==> src/rtl/clksyn_pkg.sv <==
package clksyn_pkg;
  localparam int FRAME_BITS = 20;
  localparam int LOC_BITS   = 5;
  localparam int FB_BITS    = 8;
  localparam int PD_BITS    = 2;
  localparam int CLK_LINE   = 3;
  localparam int DAT_LINE   = 2;
  localparam int POS_START  = 0;
  localparam int POS_RW     = 1;
  localparam int POS_LOC    = 2;
  localparam int POS_FB     = 7;
  localparam int POS_EXT    = 15;
  localparam int POS_PD     = 16;
  localparam int POS_STOP_A = 18;
  localparam int POS_STOP_B = 19;

  typedef enum logic [1:0] {
    STB_RISE = 2'd0,
    STB_FALL = 2'd1,
    STB_HIGH = 2'd2,
    STB_LOW  = 2'd3
  } stb_mode_e;

  typedef struct packed {
    logic               ext;
    logic [PD_BITS-1:0] pdiv;
    logic [FB_BITS-1:0] fbdiv;
  } div_entry_t;
endpackage

==> src/rtl/clksyn_strobe_detect.sv <==
module clksyn_strobe_detect
  import clksyn_pkg::*;
#(
  parameter stb_mode_e MODE = STB_RISE
) (
  input  logic clk,
  input  logic rst_n,
  input  logic strobe,
  output logic wr_evt,
  output logic open_win
);
  localparam logic IDLE_LVL = (MODE == STB_FALL) || (MODE == STB_LOW);

  logic stb_q;

  always_ff @(posedge clk or negedge rst_n) begin
    if (!rst_n) stb_q <= IDLE_LVL;
    else        stb_q <= strobe;
  end

  generate
    if (MODE == STB_RISE) begin : g_rise
      assign wr_evt   = strobe & ~stb_q;
      assign open_win = 1'b0;
    end else if (MODE == STB_FALL) begin : g_fall
      assign wr_evt   = ~strobe & stb_q;
      assign open_win = 1'b0;
    end else if (MODE == STB_HIGH) begin : g_high
      assign wr_evt   = ~strobe & stb_q;
      assign open_win = strobe;
    end else begin : g_low
      assign wr_evt   = strobe & ~stb_q;
      assign open_win = ~strobe;
    end
  endgenerate

  a_r1_evt_on_change: assert property (@(posedge clk) disable iff (!rst_n)
    wr_evt |-> (strobe != stb_q));
endmodule

==> src/rtl/clksyn_idle_timer.sv <==
module clksyn_idle_timer #(
  parameter int IDLE_CYCLES = 715900
) (
  input  logic clk,
  input  logic rst_n,
  input  logic wr_evt,
  output logic armed
);
  localparam int CW = $clog2(IDLE_CYCLES + 1);
  localparam logic [CW-1:0] LIMIT = CW'(IDLE_CYCLES);

  logic [CW-1:0] cnt_q, cnt_d;

  always_comb begin
    cnt_d = cnt_q;
    if (wr_evt)              cnt_d = '0;
    else if (cnt_q != LIMIT) cnt_d = cnt_q + 1'b1;
  end

  always_ff @(posedge clk or negedge rst_n) begin
    if (!rst_n) cnt_q <= '0;
    else        cnt_q <= cnt_d;
  end

  assign armed = (cnt_q == LIMIT);

  a_r4_cnt_bound: assert property (@(posedge clk) disable iff (!rst_n)
    cnt_q <= LIMIT);
  a_r4_write_clears: assert property (@(posedge clk) disable iff (!rst_n)
    wr_evt |=> !armed);
endmodule

==> src/rtl/clksyn_frame_asm.sv <==
module clksyn_frame_asm
  import clksyn_pkg::*;
#(
  parameter int NUM_LOC = 16
) (
  input  logic                clk,
  input  logic                rst_n,
  input  logic                wr_evt,
  input  logic [3:0]          sel_bus,
  input  logic                armed,
  output logic                in_frame,
  output logic                claim,
  output logic                we,
  output logic [LOC_BITS-1:0] waddr,
  output div_entry_t          wdata,
  output logic                done,
  output logic                err,
  output logic                rd_req,
  output logic [LOC_BITS-1:0] rd_loc
);
  localparam int BCW = $clog2(FRAME_BITS);

  logic                  in_q, in_d, half_q, half_d;
  logic [BCW-1:0]        bcnt_q, bcnt_d;
  logic [FRAME_BITS-1:0] sr_q, sr_d, nxt_word;
  logic                  done_d, err_d, rd_d;
  logic [LOC_BITS-1:0]   rdl_q, rdl_d;
  logic                  done_q, err_q, rd_q;
  logic                  clk_ln, framing_ok, last_bit;

  assign clk_ln     = sel_bus[CLK_LINE];
  assign nxt_word   = {sel_bus[DAT_LINE], sr_q[FRAME_BITS-1:1]};
  assign framing_ok = !nxt_word[POS_START] && nxt_word[POS_STOP_A] && nxt_word[POS_STOP_B];
  assign last_bit   = (bcnt_q == BCW'(FRAME_BITS - 1));
  assign claim      = in_q || (armed && !clk_ln);

  assign waddr       = nxt_word[POS_LOC +: LOC_BITS];
  assign wdata.fbdiv = nxt_word[POS_FB +: FB_BITS];
  assign wdata.pdiv  = nxt_word[POS_PD +: PD_BITS];
  assign wdata.ext   = nxt_word[POS_EXT];

  always_comb begin
    in_d   = in_q;
    half_d = half_q;
    bcnt_d = bcnt_q;
    sr_d   = sr_q;
    done_d = 1'b0;
    err_d  = 1'b0;
    rd_d   = 1'b0;
    rdl_d  = rdl_q;
    we     = 1'b0;
    if (in_q && armed) begin
      in_d  = 1'b0;
      err_d = 1'b1;
    end else if (wr_evt) begin
      if (!in_q) begin
        if (armed && !clk_ln) begin
          in_d   = 1'b1;
          half_d = 1'b1;
          bcnt_d = '0;
          sr_d   = '0;
        end
      end else if (half_q && clk_ln) begin
        sr_d   = nxt_word;
        half_d = 1'b0;
        bcnt_d = bcnt_q + 1'b1;
        if (last_bit) begin
          in_d = 1'b0;
          if (!framing_ok) begin
            err_d = 1'b1;
          end else begin
            done_d = 1'b1;
            if (nxt_word[POS_RW]) begin
              rd_d  = 1'b1;
              rdl_d = waddr;
            end else begin
              we = (32'(waddr) < NUM_LOC);
            end
          end
        end
      end else if (!half_q && !clk_ln) begin
        half_d = 1'b1;
      end else begin
        in_d  = 1'b0;
        err_d = 1'b1;
      end
    end
  end

  always_ff @(posedge clk or negedge rst_n) begin
    if (!rst_n) begin
      in_q   <= 1'b0;
      half_q <= 1'b0;
      bcnt_q <= '0;
      sr_q   <= '0;
      done_q <= 1'b0;
      err_q  <= 1'b0;
      rd_q   <= 1'b0;
      rdl_q  <= '0;
    end else begin
      in_q   <= in_d;
      half_q <= half_d;
      bcnt_q <= bcnt_d;
      sr_q   <= sr_d;
      done_q <= done_d;
      err_q  <= err_d;
      rd_q   <= rd_d;
      rdl_q  <= rdl_d;
    end
  end

  assign in_frame = in_q;
  assign done     = done_q;
  assign err      = err_q;
  assign rd_req   = rd_q;
  assign rd_loc   = rdl_q;

  a_r4_open_after_idle: assert property (@(posedge clk) disable iff (!rst_n)
    $rose(in_q) |-> $past(armed));
  a_r6_done_err_excl: assert property (@(posedge clk) disable iff (!rst_n)
    !(done_q && err_q));
  a_r6_done_single: assert property (@(posedge clk) disable iff (!rst_n)
    done_q |=> !done_q);
  a_r9_rd_implies_done: assert property (@(posedge clk) disable iff (!rst_n)
    rd_q |-> done_q);
  a_r11_stall_abort: assert property (@(posedge clk) disable iff (!rst_n)
    (in_q && armed) |=> (err_q && !in_q));
endmodule

==> src/rtl/clksyn_div_file.sv <==
module clksyn_div_file
  import clksyn_pkg::*;
#(
  parameter int NUM_LOC = 16,
  localparam int IW = $clog2(NUM_LOC)
) (
  input  logic                clk,
  input  logic                rst_n,
  input  logic                we,
  input  logic [LOC_BITS-1:0] waddr,
  input  div_entry_t          wdata,
  input  logic [IW-1:0]       rsel,
  output div_entry_t          rdata
);
  div_entry_t ent_q [NUM_LOC];

  generate
    for (genvar i = 0; i < NUM_LOC; i++) begin : g_ent
      logic hit;
      assign hit = we && (waddr == LOC_BITS'(i));
      always_ff @(posedge clk or negedge rst_n) begin
        if (!rst_n) begin
          ent_q[i].ext   <= 1'b0;
          ent_q[i].pdiv  <= '0;
          ent_q[i].fbdiv <= FB_BITS'(i);
        end else if (hit) begin
          ent_q[i] <= wdata;
        end
      end
    end
  endgenerate

  assign rdata = ent_q[rsel];

  a_r8_addr_in_range: assert property (@(posedge clk) disable iff (!rst_n)
    we |-> (32'(waddr) < NUM_LOC));
endmodule

==> src/rtl/clksyn_prog_port.sv <==
module clksyn_prog_port
  import clksyn_pkg::*;
#(
  parameter stb_mode_e STB_MODE    = STB_RISE,
  parameter int        IDLE_CYCLES = 715900,
  parameter int        NUM_LOC     = 16
) (
  input  logic                  clk,
  input  logic                  rst_n,
  input  logic                  strobe,
  input  logic [3:0]            sel_bus,
  output logic [3:0]            sel_idx,
  output logic [FB_BITS-1:0]    vclk_fb,
  output logic [PD_BITS-1:0]    vclk_post,
  output logic                  vclk_ext,
  output logic                  frame_done,
  output logic                  frame_err,
  output logic                  rd_req,
  output logic [LOC_BITS-1:0]   rd_loc
);
  localparam int IW = $clog2(NUM_LOC);

  logic          wr_evt, open_win, armed, in_frame, claim, we;
  logic [LOC_BITS-1:0] waddr;
  div_entry_t    wdata, cur;
  logic [3:0]    sel_q, sel_d;

  clksyn_strobe_detect #(.MODE(STB_MODE)) u_stb (
    .clk(clk), .rst_n(rst_n), .strobe(strobe),
    .wr_evt(wr_evt), .open_win(open_win)
  );

  clksyn_idle_timer #(.IDLE_CYCLES(IDLE_CYCLES)) u_idle (
    .clk(clk), .rst_n(rst_n), .wr_evt(wr_evt), .armed(armed)
  );

  clksyn_frame_asm #(.NUM_LOC(NUM_LOC)) u_frame (
    .clk(clk), .rst_n(rst_n), .wr_evt(wr_evt), .sel_bus(sel_bus),
    .armed(armed), .in_frame(in_frame), .claim(claim), .we(we),
    .waddr(waddr), .wdata(wdata), .done(frame_done), .err(frame_err),
    .rd_req(rd_req), .rd_loc(rd_loc)
  );

  always_comb begin
    sel_d = sel_q;
    if ((wr_evt || open_win) && !claim) sel_d = sel_bus;
  end

  always_ff @(posedge clk or negedge rst_n) begin
    if (!rst_n) sel_q <= '0;
    else        sel_q <= sel_d;
  end

  clksyn_div_file #(.NUM_LOC(NUM_LOC)) u_file (
    .clk(clk), .rst_n(rst_n), .we(we), .waddr(waddr), .wdata(wdata),
    .rsel(sel_q[IW-1:0]), .rdata(cur)
  );

  assign sel_idx   = sel_q;
  assign vclk_fb   = cur.fbdiv;
  assign vclk_post = cur.pdiv;
  assign vclk_ext  = cur.ext;

  a_r12_sel_hold: assert property (@(posedge clk) disable iff (!rst_n)
    (in_frame && (wr_evt || open_win)) |=> $stable(sel_idx));
  a_r2_plain_load: assert property (@(posedge clk) disable iff (!rst_n)
    (wr_evt && !claim) |=> (sel_idx == $past(sel_bus)));
endmodule

==> config.mk <==
export PLATFORM = sky130hd
export DESIGN_NAME = clksyn_prog_port
export DESIGN_NICKNAME = d
export VERILOG_FILES = /design/src/rtl/clksyn_pkg.sv /design/src/rtl/clksyn_strobe_detect.sv /design/src/rtl/clksyn_idle_timer.sv /design/src/rtl/clksyn_frame_asm.sv /design/src/rtl/clksyn_div_file.sv /design/src/rtl/clksyn_prog_port.sv
export SDC_FILE = /design/constraint.sdc
export NUM_CORES = 1
export LEC_CHECK = 0
export BUFFER_PORTS_ARGS = -buffer_cell sky130_fd_sc_hd__buf_2
export CORE_AREA = 2 2 182 184
export CTS_CLUSTER_DIAMETER = 50
export DETAILED_ROUTE_END_ITERATION = 10
export DIE_AREA = 0 0 184 186
export GPL_TIMING_DRIVEN = 0
export PLACE_DENSITY = 0.48
export SLEW_MARGIN = 40
export SYNTH_ARGS = -nofsm -noshare
export SYNTH_HDL_FRONTEND = slang
export SYNTH_HIERARCHICAL = 1
export SYNTH_SLANG_ARGS = --single-unit
==> constraint.sdc <==
create_clock -name clk -period 4.25 [get_ports clk]
set_input_delay 0.2125 -clock clk [delete_from_list [all_inputs] [get_ports clk]]
set_output_delay 0.2125 -clock clk [all_outputs]
set_load 0.03 [all_outputs]
# Word-level counts from Yosys, hierarchy flattened
# Index checks and enable logic that the tools add are counted.
word_totals:
  reg_bits: 236
  input_bits: 7
  elab_cells: 171
  output_inout_bits: 23
classes:
  magnitude_cmp: 2
  n_eq_ne: 20
  reduce_logical: 35
  mux: 49
  addsub: 2
  n_bitwise: 4
op_table:
  columns: ["cell", "count"]
  rows:
  - ["$mux W20", 5]
  - ["$bmux W11 S4", 1]
  - ["$eq A5 B4 Y1 const B", 8]
  - ["$mux W1", 38]
  - ["$logic_and A1 B1 Y1", 23]
  - ["$mux W11", 2]
  - ["$add A20 B1 Y20 const B", 1]
  - ["$eq A20 B20 Y1 const B", 1]
  - ["$eq A5 B3 Y1 const B", 4]
  - ["$ne A20 B20 Y1 const B", 1]
  - ["$mux W5", 3]
  - ["$eq A5 B2 Y1 const B", 2]
  - ["$reduce_and A4 Y1", 2]
  - ["$reduce_and A7 Y1", 1]
  - ["$reduce_bool A2 Y1", 3]
  - ["$add A5 B1 Y5 const B", 1]
  - ["$eq A5 B1 Y1 const B", 1]
  - ["$eq A5 B5 Y1 const B", 1]
  - ["$ge A5 B5 Y1 const B", 1]
  - ["$logic_not A5 Y1", 1]
  - ["$lt A5 B5 Y1 const B", 1]
  - ["$not A4 Y5", 1]
  - ["$logic_not A1 Y1", 4]
  - ["$ne A3 B3 Y1 const B", 1]
  - ["4 further kinds", 5]

# Longest topological paths before layout
# Gate-level depths: netlist of run 1.
logic_depth:
  depth_word: 10
  ltp_mapped: 14
  depth_no_buf: 12

# By module
# Netlist of run 1, hierarchy kept.
modules_own_cells:
  columns: ["module", "area_each_um2", "seq_area_each_um2", "n_inst", "cells_each"]
  rows:
  - ["clksyn_div_file", 8152.8, 4444.3, 1, 498]
  - ["clksyn_frame_asm", 1601.5, 850.8, 1, 132]
  - ["clksyn_idle_timer", 1117.3, 500.5, 1, 123]
  - ["clksyn_prog_port", 178.9, 100.1, 1, 9]
  - ["clksyn_strobe_detect", 50.0, 25.0, 1, 4]

# Least setup slack after synthesis of run 1
# No wires, ideal clock.
synth_timing:
  path_kind: "register -> register"
  from: "reg u_idle.cnt_q[0]"
  to: "reg u_file/ent_q[134] (netlist bit)"
  required_time_ps: 4125
  setup_time_ps: 125
  arrival_ps: 2899
  synth_period_minus_slack_ps: 3024
  setup_slack_ps: 1226
  stages_incl_launch_ff: 15
  n_path_buf: 2
  cell_sequence: "dfrtp_1 -> inv_1 -> ha_1 -> and4b_1 -> and4_4 -> buf_6 -> nand2_1 -> inv_1 -> and4b_4 -> nand4_1 -> nor3_1 -> nor4b_4 -> and2b_1 -> buf_4 -> mux2_2"
synth_between:
  elab_chain_cells: 4
synth_lines:
  columns: ["element", "line_no", "rtl"]
  rows:
  - ["from (decl)", "clksyn_idle_timer.sv:12", "logic [CW-1:0] cnt_q, cnt_d;"]
  - ["from (signal assigned)", "clksyn_idle_timer.sv:22", "else cnt_q <= cnt_d;"]
  - ["$eq A20 B20 Y1", "clksyn_idle_timer.sv:25", "assign armed = (cnt_q == LIMIT);"]
  - ["named net armed", "clksyn_prog_port.sv:23", "logic wr_evt, open_win, armed, in_frame, claim, we;"]
  - ["$logic_and A1 B1 Y1", "clksyn_frame_asm.sv:52", "if (in_q && armed) begin"]
  - ["$mux W1", "clksyn_frame_asm.sv:52", null]
  - ["named net we", "clksyn_prog_port.sv:23", null]
  - ["$logic_and A1 B1 Y1", "clksyn_div_file.sv:20", "assign hit = we && (waddr == LOC_BITS'(i));"]
  - ["to (signal, indexed assignment)", "clksyn_div_file.sv:27", "ent_q[i] <= wdata;"]
  - ["to (decl)", "clksyn_div_file.sv:15", "div_entry_t ent_q [NUM_LOC];"]
# The timed path passes the listed nets, and every way through them passes these cells.
# A chain may end at the register's enable or synchronous reset.

# Worst setup path in the final report of run 1
# Same ends and word-level chain as after synthesis.

==> results of run 1 <==
area by class of cell:
type | count | area, µm² | area share
sequential | 235 | 5920 | 0.452
multi-input combinational | 449 | 4670 | 0.356
clock buffer | 47 | 1010 | 0.0774
tap | 408 | 510 | 0.0390
buffer | 73 | 480 | 0.0367
timing repair buffer | 39 | 325 | 0.0248
clock inverter | 16 | 145 | 0.0111
inverter | 9 | 33.8 | 0.00258
cells by family (layout without fill, tap and decap cells):
| group | count (synthesis) | in the layout |
|---|---|---|
| fa+ha+maj | 3 | 3 |
| buf+inv | 82 | 184 |
| flops | 235 | 235 |
| other cells | 1 | 1 |
| simple gates | 122 | 122 |
| xor+xnor | 4 | 4 |
| mux | 235 | 235 |
| compound gates | 84 | 84 |
worst min path at each step:
stage	to	slack (ps)	depth (start not counted)
6_report	u_file/ent_q[120]$_DFFE_PN0P_	180	2
3_5_place_dp	u_file/ent_q[175]$_DFFE_PN0P_	110	1
2_1_floorplan	sel_idx[0]$_DFFE_PN0P_	-80	0
5_1_grt	u_frame/rd_loc[3]$_DFFE_PN0P_	200	2
4_1_cts	sel_idx[2]$_DFFE_PN0P_	160	2
3_3_place_gp	u_stb/stb_q$_DFF_PN0_	340	1
Yosys cell counts (4+ instances only):
cell	count
sky130_fd_sc_hd__nand2_1	33
sky130_fd_sc_hd__buf_2	20
sky130_fd_sc_hd__dfrtp_1	203
sky130_fd_sc_hd__mux2_2	182
sky130_fd_sc_hd__and3_1	5
sky130_fd_sc_hd__dfstp_2	32
sky130_fd_sc_hd__or3_1	8
sky130_fd_sc_hd__a22o_1	20
sky130_fd_sc_hd__nor2_1	13
sky130_fd_sc_hd__a22oi_1	22
sky130_fd_sc_hd__o21ai_0	11
sky130_fd_sc_hd__buf_6	4
sky130_fd_sc_hd__mux4_1	21
sky130_fd_sc_hd__nand2b_1	4
sky130_fd_sc_hd__nor2b_1	8
sky130_fd_sc_hd__nand3_1	8
sky130_fd_sc_hd__xor2_1	4
sky130_fd_sc_hd__nand4_1	12
sky130_fd_sc_hd__mux4_2	22
sky130_fd_sc_hd__a21oi_1	16
sky130_fd_sc_hd__buf_4	29
sky130_fd_sc_hd__inv_1	9
sky130_fd_sc_hd__clkbuf_1	16
sky130_fd_sc_hd__mux2_4	4
routing by layer:
metal / routed length, µm / up-vias / track usage
met5: 0 / - / 0
li1: - / 3021 / -
met3: 702 / 45 / 0.0252
met2: 12600 / 74 / 0.264
met1: 12500 / 3496 / 0.226
met4: 513 / 0 / 0.0432
cell usage in the layout (no fill, tap or decap), drive strengths merged, types with 2 or more instances in the layout:
master and count:
a31oi 2, and3 5, and4bb 4, dfstp 32, or3 8, dfrtp 203
a211oi 2, clkinv 4, o211ai 2, a21oi 16, nand2 33, o21bai 2
and4 4, clkbuf 64, dlygate4sd3 6, nand4b 2, mux2 189, nor3b 2
nor2 13, mux4 44, nand2b 4, clkinvlp 6, nor2b 10, and4b 2
xor2 4, inv 14, nand4 13, mux2i 2, o21ai 12, a22o 20
ha 3, nand3 8, and2 3, buf 89, and2b 3, a22oi 22
power by group through the flow:
| stage | clock network [W] | logic (W) | registers [W] |
|---|---|---|---|
| CTS | 0.00294 | 0.000383 | 0.00232 |
| global placement | 0 | 0.000361 | 0.00236 |
| global route | 0.00302 | 0.000413 | 0.00233 |
| finish | 0.00284 | 0.000373 | 0.00232 |
| detailed placement | 0 | 0.000379 | 0.00236 |
| floorplan | 0 | 0.000211 | 0.00235 |
flip-flops by register name (all words and copies together), names as in the netlist:
signal / cells
u_frame/rd_req: 1
u_frame/done: 1
u_frame/half_q: 1
u_frame/rd_loc: 5
u_idle/cnt_q: 20
u_stb/stb_q: 1
u_frame/bcnt_q: 5
u_frame/in_frame: 1
sel_idx: 4
u_frame/err: 1
u_frame/sr_q: 19
u_file/ent_q: 176
through the flow:
step	power [W]	cell area [µm²]	hold slack [ps]
3_3_place_gp	0.00272	11800	339
6_report	0.00554	13100	177
4_1_cts	0.00565	13100	165
5_1_grt	0.00576	13100	199
3_5_place_dp	0.00274	11900	106
2_1_floorplan	0.00257	11100	-83.1
critical path: cells and delay by family, from the launching register on:
family | cells | cell delay (ps)
DFF | 1 | 410
muxes | 1 | 350
and+or+nand+nor | 8 | 2070
adders and majority gates | 1 | 190
buffers and inverters | 4 | 490
repair_timing:
| item | 4_1_cts | 5_1_grt |
|---|---|---|
| hold buffers | 6 | 0 |
| buffers inserted | 0 | 0 |
| hold endpoints to repair | 107 | 0 |
==> impl_results.html, run 1 <==
<table>
<tr><th>Metric</th><th>Value</th></tr>
<tr><th colspan="2">Pwr</th></tr>
<tr><td>Switching power as a share of total power</td><td>0.246</td></tr>
<tr><td>Psw</td><td>0.00136 W</td></tr>
<tr><td>Share of power burned in the clock network</td><td>0.513</td></tr>
<tr><td>Part of the power in registers</td><td>0.420</td></tr>
<tr><td>Power density over the cells</td><td>423 mW/mm²</td></tr>
<tr><td>Combinational share of power</td><td>0.067</td></tr>
<tr><td>Int Pwr</td><td>0.00418 W</td></tr>
<tr><td>Maximum vdd ir drop</td><td>0.226 mV</td></tr>
<tr><td>Leakage</td><td>6.28 nW</td></tr>
<tr><th colspan="2">Synthesis</th></tr>
<tr><td>Largest cells by area after synthesis</td><td>sky130_fd_sc_hd__dfrtp_1 46%, sky130_fd_sc_hd__mux2_2 18%, sky130_fd_sc_hd__dfstp_2 7.6%</td></tr>
<tr><td>Total number of yosys warnings</td><td>6</td></tr>
<tr><td>Avg Synthesized Cell Area</td><td>14.5 µm²</td></tr>
<tr><td>Number of cells produced by synthesis</td><td>766</td></tr>
<tr><td>Top flip-flop cell by instance count after synthesis</td><td>sky130_fd_sc_hd__dfrtp_1</td></tr>
<tr><td>Cell variety after synth</td><td>65</td></tr>
<tr><td>Mux cell area share after synthesis</td><td>0.291</td></tr>
<tr><td>Area of the mapped netlist</td><td>0.0111 mm²</td></tr>
<tr><td>Share of the yosys chip area belonging to registers</td><td>0.533</td></tr>
<tr><td>Number of enable-type register cells in the synthesized netlist</td><td>0</td></tr>
<tr><td>Fraction of synthesized cell area in xor and xnor cells</td><td>0.00316</td></tr>
<tr><td>Total nets after synthesis</td><td>776</td></tr>
<tr><td>Largest area contributor in the synthesized netlist</td><td>sky130_fd_sc_hd__dfrtp_1</td></tr>
<tr><td>Post-Synth Simple-Gate Area</td><td>0.0682</td></tr>
<tr><td>Largest family of logic cells by synthesized area</td><td>multiplexers</td></tr>
<tr><td>Complex-gate fraction of the synthesized area</td><td>0.0538</td></tr>
<tr><td>Flip-flop and latch count after synthesis</td><td>235</td></tr>
<tr><td>Share of the synthesized area in the top cell type</td><td>0.458</td></tr>
<tr><td>Synth async-reset ratio</td><td>1.00</td></tr>
<tr><td>Adder-cell area share of the yosys netlist</td><td>0.00338</td></tr>
<tr><th colspan="2">Global routing</th></tr>
<tr><td>Number of antenna violations at the first check in global routing</td><td>0</td></tr>
<tr><td>Wire length of the first global-routing pass</td><td>42300 µm</td></tr>
<tr><td>Number of global-route vias before repair</td><td>7033</td></tr>
<tr><td>Overall overflow remaining after global route</td><td>0</td></tr>
<tr><td>Total global routing track utilization</td><td>0.162</td></tr>
<tr><td>Pin count of the biggest net entering global routing</td><td>68</td></tr>
<tr><th colspan="2">Clock network</th></tr>
<tr><td>Worst-path clk slew</td><td>60 ps</td></tr>
<tr><td>Total of cells resized after clock tree synthesis</td><td>0</td></tr>
<tr><td>CTS Buffer Depth</td><td>3</td></tr>
<tr><td>CTS tree</td><td>built</td></tr>
<tr><td>CTS buffer count</td><td>36</td></tr>
<tr><td>CTS HTree Levels</td><td>2</td></tr>
<tr><td>Clock sink total</td><td>235</td></tr>
<tr><td>Source-to-sink clock delay at the later pin of the worst-skew pair</td><td>510 ps</td></tr>
<tr><td>Clock root buffer</td><td>sky130_fd_sc_hd__clkbuf_16</td></tr>
<tr><th colspan="2">Critical path</th></tr>
<tr><td>Data required time at the worst endpoint</td><td>4630 ps</td></tr>
<tr><td>Critical Path Max Stage Delay</td><td>430 ps</td></tr>
<tr><td>Beginning of the worst register-to-register path</td><td>u_idle/cnt_q[0]$_DFFE_PN0P_</td></tr>
<tr><td>Most prevalent standard cell on the critical path</td><td>sky130_fd_sc_hd__inv_1</td></tr>
<tr><td>Worst R2R Path Depth</td><td>14</td></tr>
<tr><td>Cell type of the slowest stage on the worst timing path</td><td>sky130_fd_sc_hd__nor3_1</td></tr>
<tr><td>Critical path class</td><td>reg2reg</td></tr>
<tr><td>List of cells traversed by the critical path</td><td>inv_1 -&gt; ha_1 -&gt; and4b_1 -&gt; and4_4 -&gt; buf_6 -&gt; nand2_1 -&gt; inv_1 -&gt; and4b_4 -&gt; nand4_1 -&gt; nor3_1 -&gt; nor4b_4 -&gt; and2b_1 -&gt; buf_4 -&gt; mux2_2</td></tr>
<tr><td>CP Max Fanout</td><td>10</td></tr>
<tr><td>Data arrival time at the worst-slack endpoint</td><td>4050 ps</td></tr>
<tr><td>Worst reg2reg path endpoint</td><td>u_file/ent_q[134]$_DFFE_PN0P_</td></tr>
<tr><td>Category of the worst setup path launch point</td><td>flop</td></tr>
<tr><td>CP Capture Point</td><td>u_file/ent_q[134]$_DFFE_PN0P_</td></tr>
<tr><td>Kind of end point of the critical path</td><td>flop</td></tr>
<tr><td>R2R setup slack</td><td>580 ps</td></tr>
<tr><td>Launch point of the worst path</td><td>u_idle/cnt_q[0]$_DFFE_PN0P_</td></tr>
<tr><th colspan="2">Die</th></tr>
<tr><td>Die span in x</td><td>184 µm</td></tr>
<tr><td>Die Y-Extent</td><td>186 µm</td></tr>
<tr><td>Row Count</td><td>66</td></tr>
<tr><td>Initial core utilization</td><td>0.345</td></tr>
<tr><td>Number of primary I/O pins</td><td>30</td></tr>
<tr><td>Core area</td><td>0.0322 mm²</td></tr>
<tr><td>Die Outline Area</td><td>0.0342 mm²</td></tr>
<tr><th colspan="2">Route</th></tr>
<tr><td>WL/cell</td><td>20.6 µm</td></tr>
<tr><td>Vias after detailed routing</td><td>6636</td></tr>
<tr><td>Drt via density</td><td>5.20</td></tr>
<tr><td>Post-route DRC</td><td>0</td></tr>
<tr><td>Final ANT Viol Nets</td><td>0</td></tr>
<tr><td>WL final</td><td>26300 µm</td></tr>
<tr><td>Iter 0 DRT Violations</td><td>260</td></tr>
<tr><td>1st-pass router iterations</td><td>6</td></tr>
<tr><th colspan="2">Cells and area</th></tr>
<tr><td>Total inserted antenna cells</td><td>0</td></tr>
<tr><td>Number of fill cells</td><td>3024</td></tr>
<tr><td>Non-filler cells in the finished layout</td><td>1276</td></tr>
<tr><td>Share of post-route cells with drive strength above 1</td><td>0.462</td></tr>
<tr><td>Final Net Count</td><td>853</td></tr>
<tr><td>Utilization after layout</td><td>0.407</td></tr>
<tr><td>Synth-to-layout area growth</td><td>18.0%</td></tr>
<tr><th colspan="2">Min path</th></tr>
<tr><td>Tightest Hold Check Type</td><td>in2async</td></tr>
<tr><th colspan="2">Placement</th></tr>
<tr><td>IO buf count</td><td>29</td></tr>
<tr><td>Final weighted congestion in routability-driven placement</td><td>0.730</td></tr>
<tr><td>Dpl ws</td><td>585 ps</td></tr>
<tr><td>Placed Instances</td><td>1207</td></tr>
<tr><td>DPL Wire Length</td><td>17600 µm</td></tr>
<tr><th colspan="2">STA</th></tr>
<tr><td>Max-slew violations</td><td>0</td></tr>
<tr><td>Worst Slack Setup Final</td><td>582 ps</td></tr>
<tr><td>Final number of setup-violating endpoints</td><td>0</td></tr>
<tr><td>Clock skew after layout</td><td>20.5 ps</td></tr>
<tr><td>Post-layout min period</td><td>3670 ps</td></tr>
<tr><td>Sum of negative setup slack</td><td>0 ps</td></tr>
<tr><td>Max transition margin</td><td>0.440</td></tr>
<tr><td>Setup repair after global routing missed its margin</td><td>false</td></tr>
<tr><td>Slew @ Worst Pin</td><td>840 ps</td></tr>
<tr><td>F_max</td><td>0.273 GHz</td></tr>
<tr><td>Total count of hold-check failures in the final report</td><td>0</td></tr>
<tr><td>Period utilization</td><td>0.863</td></tr>
<tr><th colspan="2">Outcome</th></tr>
<tr><td>Result of the run</td><td>complete, no violations</td></tr>
<tr><th colspan="2">Flow run</th></tr>
<tr><td>Max-Cap Viols</td><td>0</td></tr>
</table>
Power figures use the tool's default switching activity.
==> run 2, diff against run 1 <==
--- a/config.mk
+++ b/config.mk
@@ -6,12 +6,12 @@
 export NUM_CORES = 1
 export LEC_CHECK = 0
 export BUFFER_PORTS_ARGS = -buffer_cell sky130_fd_sc_hd__buf_2
-export CORE_AREA = 2 2 182 184
+export CORE_AREA = 2 2 140 142
 export CTS_CLUSTER_DIAMETER = 50
 export DETAILED_ROUTE_END_ITERATION = 10
-export DIE_AREA = 0 0 184 186
+export DIE_AREA = 0 0 142 144
 export GPL_TIMING_DRIVEN = 0
-export PLACE_DENSITY = 0.48
+export PLACE_DENSITY = 0.75
 export SLEW_MARGIN = 40
 export SYNTH_ARGS = -nofsm -noshare
 export SYNTH_HDL_FRONTEND = slang
==> run 2 against run 1 <==
  * Via count increased by 1.8%
  * Die area decreased by 40%
  * First-iteration DRC count increased by 50%
  * Non-clock buffer count decreased by 1
  * Utilization increased by 26 points
  * Critical path depth unchanged
  * Register-to-register slack got worse by 30 ps
  * Fmax decreased by 0.72%
  * Clock-buffer cell count decreased by 7
  * Global-route usage increased by 8.7 points
  * Clock skew decreased by 12 ps
  * Combinational power decreased by 2%
==> impl_results.html, run 2 (synthesis results as in run 1) <==
<table>
<tr><th>Metric</th><th>Value</th></tr>
<tr><th colspan="2">Global routing</th></tr>
<tr><td>Number of global-route vias before repair</td><td>7285 (+3.6%)</td></tr>
<tr><td>Number of antenna violations at the first check in global routing</td><td>0 (unchanged)</td></tr>
<tr><td>Wire length of the first global-routing pass</td><td>39500 µm (-6.7%)</td></tr>
<tr><td>Overall overflow remaining after global route</td><td>0 (unchanged)</td></tr>
<tr><td>Pin count of the biggest net entering global routing</td><td>82 (+21%)</td></tr>
<tr><td>Total global routing track utilization</td><td>0.249 (+0.0865)</td></tr>
<tr><th colspan="2">Cells and area</th></tr>
<tr><td>Most common cell after layout, fill and taps aside</td><td>sky130_fd_sc_hd__dfrtp_1</td></tr>
<tr><td>Flip-flop count of the largest register after layout</td><td>176 (unchanged)</td></tr>
<tr><td>Number of fill cells</td><td>1321 (-56%)</td></tr>
<tr><td>Design Area, Final</td><td>0.0126 mm² (-3.4%)</td></tr>
<tr><td>Biggest regs</td><td>u_file/ent_q: 176 flops, u_idle/cnt_q: 20 flops, u_frame/sr_q: 19 flops</td></tr>
<tr><td>Synth-to-layout area growth</td><td>14.0%</td></tr>
<tr><td>Commonest cells after routing, fill and taps aside</td><td>203 x sky130_fd_sc_hd__dfrtp_1, 182 x sky130_fd_sc_hd__mux2_2, 48 x sky130_fd_sc_hd__buf_2</td></tr>
<tr><td>Total inserted antenna cells</td><td>0 (unchanged)</td></tr>
<tr><td>Final Net Count</td><td>844 (-1.1%)</td></tr>
<tr><td>Register ranked first by flip-flop count</td><td>u_file/ent_q</td></tr>
<tr><td>Share of post-route cells with drive strength above 1</td><td>0.452 (-0.00988)</td></tr>
<tr><th colspan="2">Pwr</th></tr>
<tr><td>Int Pwr</td><td>0.00392 W (-6.1%)</td></tr>
<tr><td>Share of power burned in the clock network</td><td>0.473 (-0.040)</td></tr>
<tr><td>Maximum vdd ir drop</td><td>0.356 mV (+58%)</td></tr>
<tr><td>Switching power as a share of total power</td><td>0.232 (-0.0139)</td></tr>
<tr><td>Power density over the cells</td><td>404 mW/mm² (-4.6%)</td></tr>
<tr><td>Leakage</td><td>6.19 nW (-1.5%)</td></tr>
<tr><td>Psw</td><td>0.00118 W (-13%)</td></tr>
<tr><td>Final Total Pwr</td><td>0.00510 W (-7.8%)</td></tr>
<tr><td>Part of the power in registers</td><td>0.455 (+0.035)</td></tr>
<tr><td>Combinational share of power</td><td>0.072 (+0.005)</td></tr>
<tr><th colspan="2">Critical path</th></tr>
<tr><td>Data required time at the worst endpoint</td><td>4660 ps (+30 ps)</td></tr>
<tr><td>Critical path class</td><td>reg2reg</td></tr>
<tr><td>Data arrival time at the worst-slack endpoint</td><td>4100 ps (+50 ps)</td></tr>
<tr><td>CP Max Fanout</td><td>10 (unchanged)</td></tr>
<tr><td>Kind of end point of the critical path</td><td>flop</td></tr>
<tr><td>R2R setup slack</td><td>560 ps (-30 ps)</td></tr>
<tr><td>Category of the worst setup path launch point</td><td>flop</td></tr>
<tr><th colspan="2">STA</th></tr>
<tr><td>F_max</td><td>0.271 GHz (-0.72%)</td></tr>
<tr><td>Slew @ Worst Pin</td><td>843 ps (+2.90 ps)</td></tr>
<tr><td>Max-slew violations</td><td>0 (unchanged)</td></tr>
<tr><td>Post-layout min period</td><td>3690 ps (+26.6 ps)</td></tr>
<tr><td>Sum of negative setup slack</td><td>0 ps (unchanged)</td></tr>
<tr><td>Total count of hold-check failures in the final report</td><td>0 (unchanged)</td></tr>
<tr><td>Worst Slack Setup Final</td><td>556 ps (-26.6 ps)</td></tr>
<tr><td>Setup repair after global routing missed its margin</td><td>false</td></tr>
<tr><td>Worst hold-check slack</td><td>143 ps (-34.0 ps)</td></tr>
<tr><td>Final number of setup-violating endpoints</td><td>0 (unchanged)</td></tr>
<tr><td>Max transition margin</td><td>0.438 (-0.00194)</td></tr>
<tr><td>Clock skew after layout</td><td>8.40 ps (-12.1 ps)</td></tr>
<tr><td>Period utilization</td><td>0.869 (+0.00627)</td></tr>
<tr><th colspan="2">Die</th></tr>
<tr><td>Number of primary I/O pins</td><td>30 (unchanged)</td></tr>
<tr><td>Initial core utilization</td><td>0.582 (+0.237)</td></tr>
<tr><td>Die Y-Extent</td><td>144 µm (-23%)</td></tr>
<tr><td>Row Count</td><td>51 (-23%)</td></tr>
<tr><td>Die span in x</td><td>142 µm (-23%)</td></tr>
<tr><td>Die Outline Area</td><td>0.0204 mm² (-40%)</td></tr>
<tr><td>Core area</td><td>0.0191 mm² (-41%)</td></tr>
<tr><th colspan="2">Clock network</th></tr>
<tr><td>Source-to-sink clock delay at the later pin of the worst-skew pair</td><td>530 ps (+20 ps)</td></tr>
<tr><td>Clock root buffer</td><td>sky130_fd_sc_hd__clkbuf_16</td></tr>
<tr><td>Worst-path clk slew</td><td>60 ps (about the same)</td></tr>
<tr><td>Total of cells resized after clock tree synthesis</td><td>0 (unchanged)</td></tr>
<tr><td>Clock sink total</td><td>235 (unchanged)</td></tr>
<tr><td>CTS HTree Levels</td><td>1 (-1)</td></tr>
<tr><td>CTS tree</td><td>built</td></tr>
<tr><td>CTS Buffer Depth</td><td>3 (unchanged)</td></tr>
<tr><td>CTS buffer count</td><td>28 (-22%)</td></tr>
<tr><th colspan="2">Route</th></tr>
<tr><td>WL final</td><td>24300 µm (-7.7%)</td></tr>
<tr><td>WL/cell</td><td>22.2 µm (+7.6%)</td></tr>
<tr><td>1st-pass router iterations</td><td>4 (-2)</td></tr>
<tr><td>Vias after detailed routing</td><td>6758 (+1.8%)</td></tr>
<tr><td>Iter 0 DRT Violations</td><td>390 (+50%)</td></tr>
<tr><td>Post-route DRC</td><td>0 (unchanged)</td></tr>
<tr><td>Final ANT Viol Nets</td><td>0 (unchanged)</td></tr>
<tr><td>Drt via density</td><td>6.18 (+19%)</td></tr>
<tr><th colspan="2">Flow run</th></tr>
<tr><td>Max-Cap Viols</td><td>0 (unchanged)</td></tr>
<tr><th colspan="2">Placement</th></tr>
<tr><td>DPL Wire Length</td><td>16600 µm (-6.1%)</td></tr>
<tr><td>Final weighted congestion in routability-driven placement</td><td>0.820 (+12%)</td></tr>
<tr><td>Dpl ws</td><td>577 ps (-7.99 ps)</td></tr>
<tr><td>Placed Instance Area</td><td>0.0116 mm² (-2.0%)</td></tr>
<tr><td>IO buf count</td><td>29 (unchanged)</td></tr>
<tr><th colspan="2">Outcome</th></tr>
<tr><td>Result of the run</td><td>complete, no violations</td></tr>
<tr><th colspan="2">Min path</th></tr>
<tr><td>Tightest Hold Check Type</td><td>in2async</td></tr>
</table>
## run 2: cell types whose count changed in the layout (fill, tap and decap cells not counted)
cell                         delta
sky130_fd_sc_hd__clkinv_2       +3
sky130_fd_sc_hd__clkbuf_16      -8
sky130_fd_sc_hd__inv_6          -2
sky130_fd_sc_hd__clkbuf_8       -1
sky130_fd_sc_hd__bufinv_16      +2
sky130_fd_sc_hd__clkinvlp_4     -6
sky130_fd_sc_hd__clkbuf_1       +2
sky130_fd_sc_hd__buf_16         -1
sky130_fd_sc_hd__inv_8          -1
## run 2: area by class of cell
class                   instances  area, µm²  area share
flip-flops and latches        235       5920       0.468
plain buffers                  73        480      0.0380
well taps                     238        298      0.0235
clock inverters                12        146      0.0116
inverters                       9       33.8     0.00267
multi-input cells             449       4670       0.369
repair buffers                 38        298      0.0235
clock buffers                  40        807      0.0638
## run 2: power groups by stage
| stage | logic, W | clock network, W | registers (W) |
|---|---|---|---|
| after floorplan | 0.000211 | 0 | 0.00235 |
| after global placement | 0.000337 | 0 | 0.00236 |
| after detailed placement | 0.000361 | 0 | 0.00236 |
| after CTS | 0.000369 | 0.00247 | 0.00232 |
| after global routing | 0.000396 | 0.00257 | 0.00233 |
| final | 0.000366 | 0.00241 | 0.00232 |
## run 2: worst max-delay path, stage by stage, from the launching register on
cell	delay, ps
sky130_fd_sc_hd__dfrtp_1	400
sky130_fd_sc_hd__inv_1	80
sky130_fd_sc_hd__ha_1	190
sky130_fd_sc_hd__and4b_1	200
sky130_fd_sc_hd__and4_4	180
sky130_fd_sc_hd__buf_6	120
sky130_fd_sc_hd__nand2_1	120
sky130_fd_sc_hd__inv_1	60
sky130_fd_sc_hd__and4b_4	390
sky130_fd_sc_hd__nand4_1	150
sky130_fd_sc_hd__nor3_1	450
sky130_fd_sc_hd__nor4b_4	410
sky130_fd_sc_hd__and2b_1	200
sky130_fd_sc_hd__buf_4	230
sky130_fd_sc_hd__mux2_2	370
## run 2: through the flow
| stage | std cells | util |
|---|---|---|
| floorplan | 766 | - |
| global placement | 1033 | 0.605 |
| detailed placement | 1036 | 0.610 |
| CTS | 1094 | 0.663 |
| global route | 1094 | 0.663 |
| finish | 1094 | 0.663 |
## run 2: final timing paths
check,start,to,cells after the start
hold / removal,rst_n,u_file/ent_q[108]$_DFFE_PN0P_,2
setup reg to reg,u_idle/cnt_q[0]$_DFFE_PN0P_,u_file/ent_q[136]$_DFFE_PN0P_,14
max in group asynchronous,rst_n,u_file/ent_q[47]$_DFFE_PN1P_,4
min in group clk,strobe,u_stb/stb_q$_DFF_PN0_,2
hold reg to reg,u_file/ent_q[115]$_DFFE_PN0P_,u_file/ent_q[115]$_DFFE_PN0P_,1
setup / recovery,u_idle/cnt_q[0]$_DFFE_PN0P_,u_file/ent_q[136]$_DFFE_PN0P_,14
## run 2: metal layers
metal	part of all wire	wire [µm]	vias up	global-route usage
li1	-	-	2992	-
met5	0	0	-	0
met1	0.44	10600	3568	0.339
met4	0.020	498	0	0.0637
met2	0.50	12200	158	0.428
met3	0.038	916	40	0.0341
## run 2: repair_timing
item | in CTS | in global routing
hold endpoints to repair | 155 | 0
hold buffers | 6 | 0
buffers inserted | 0 | 0
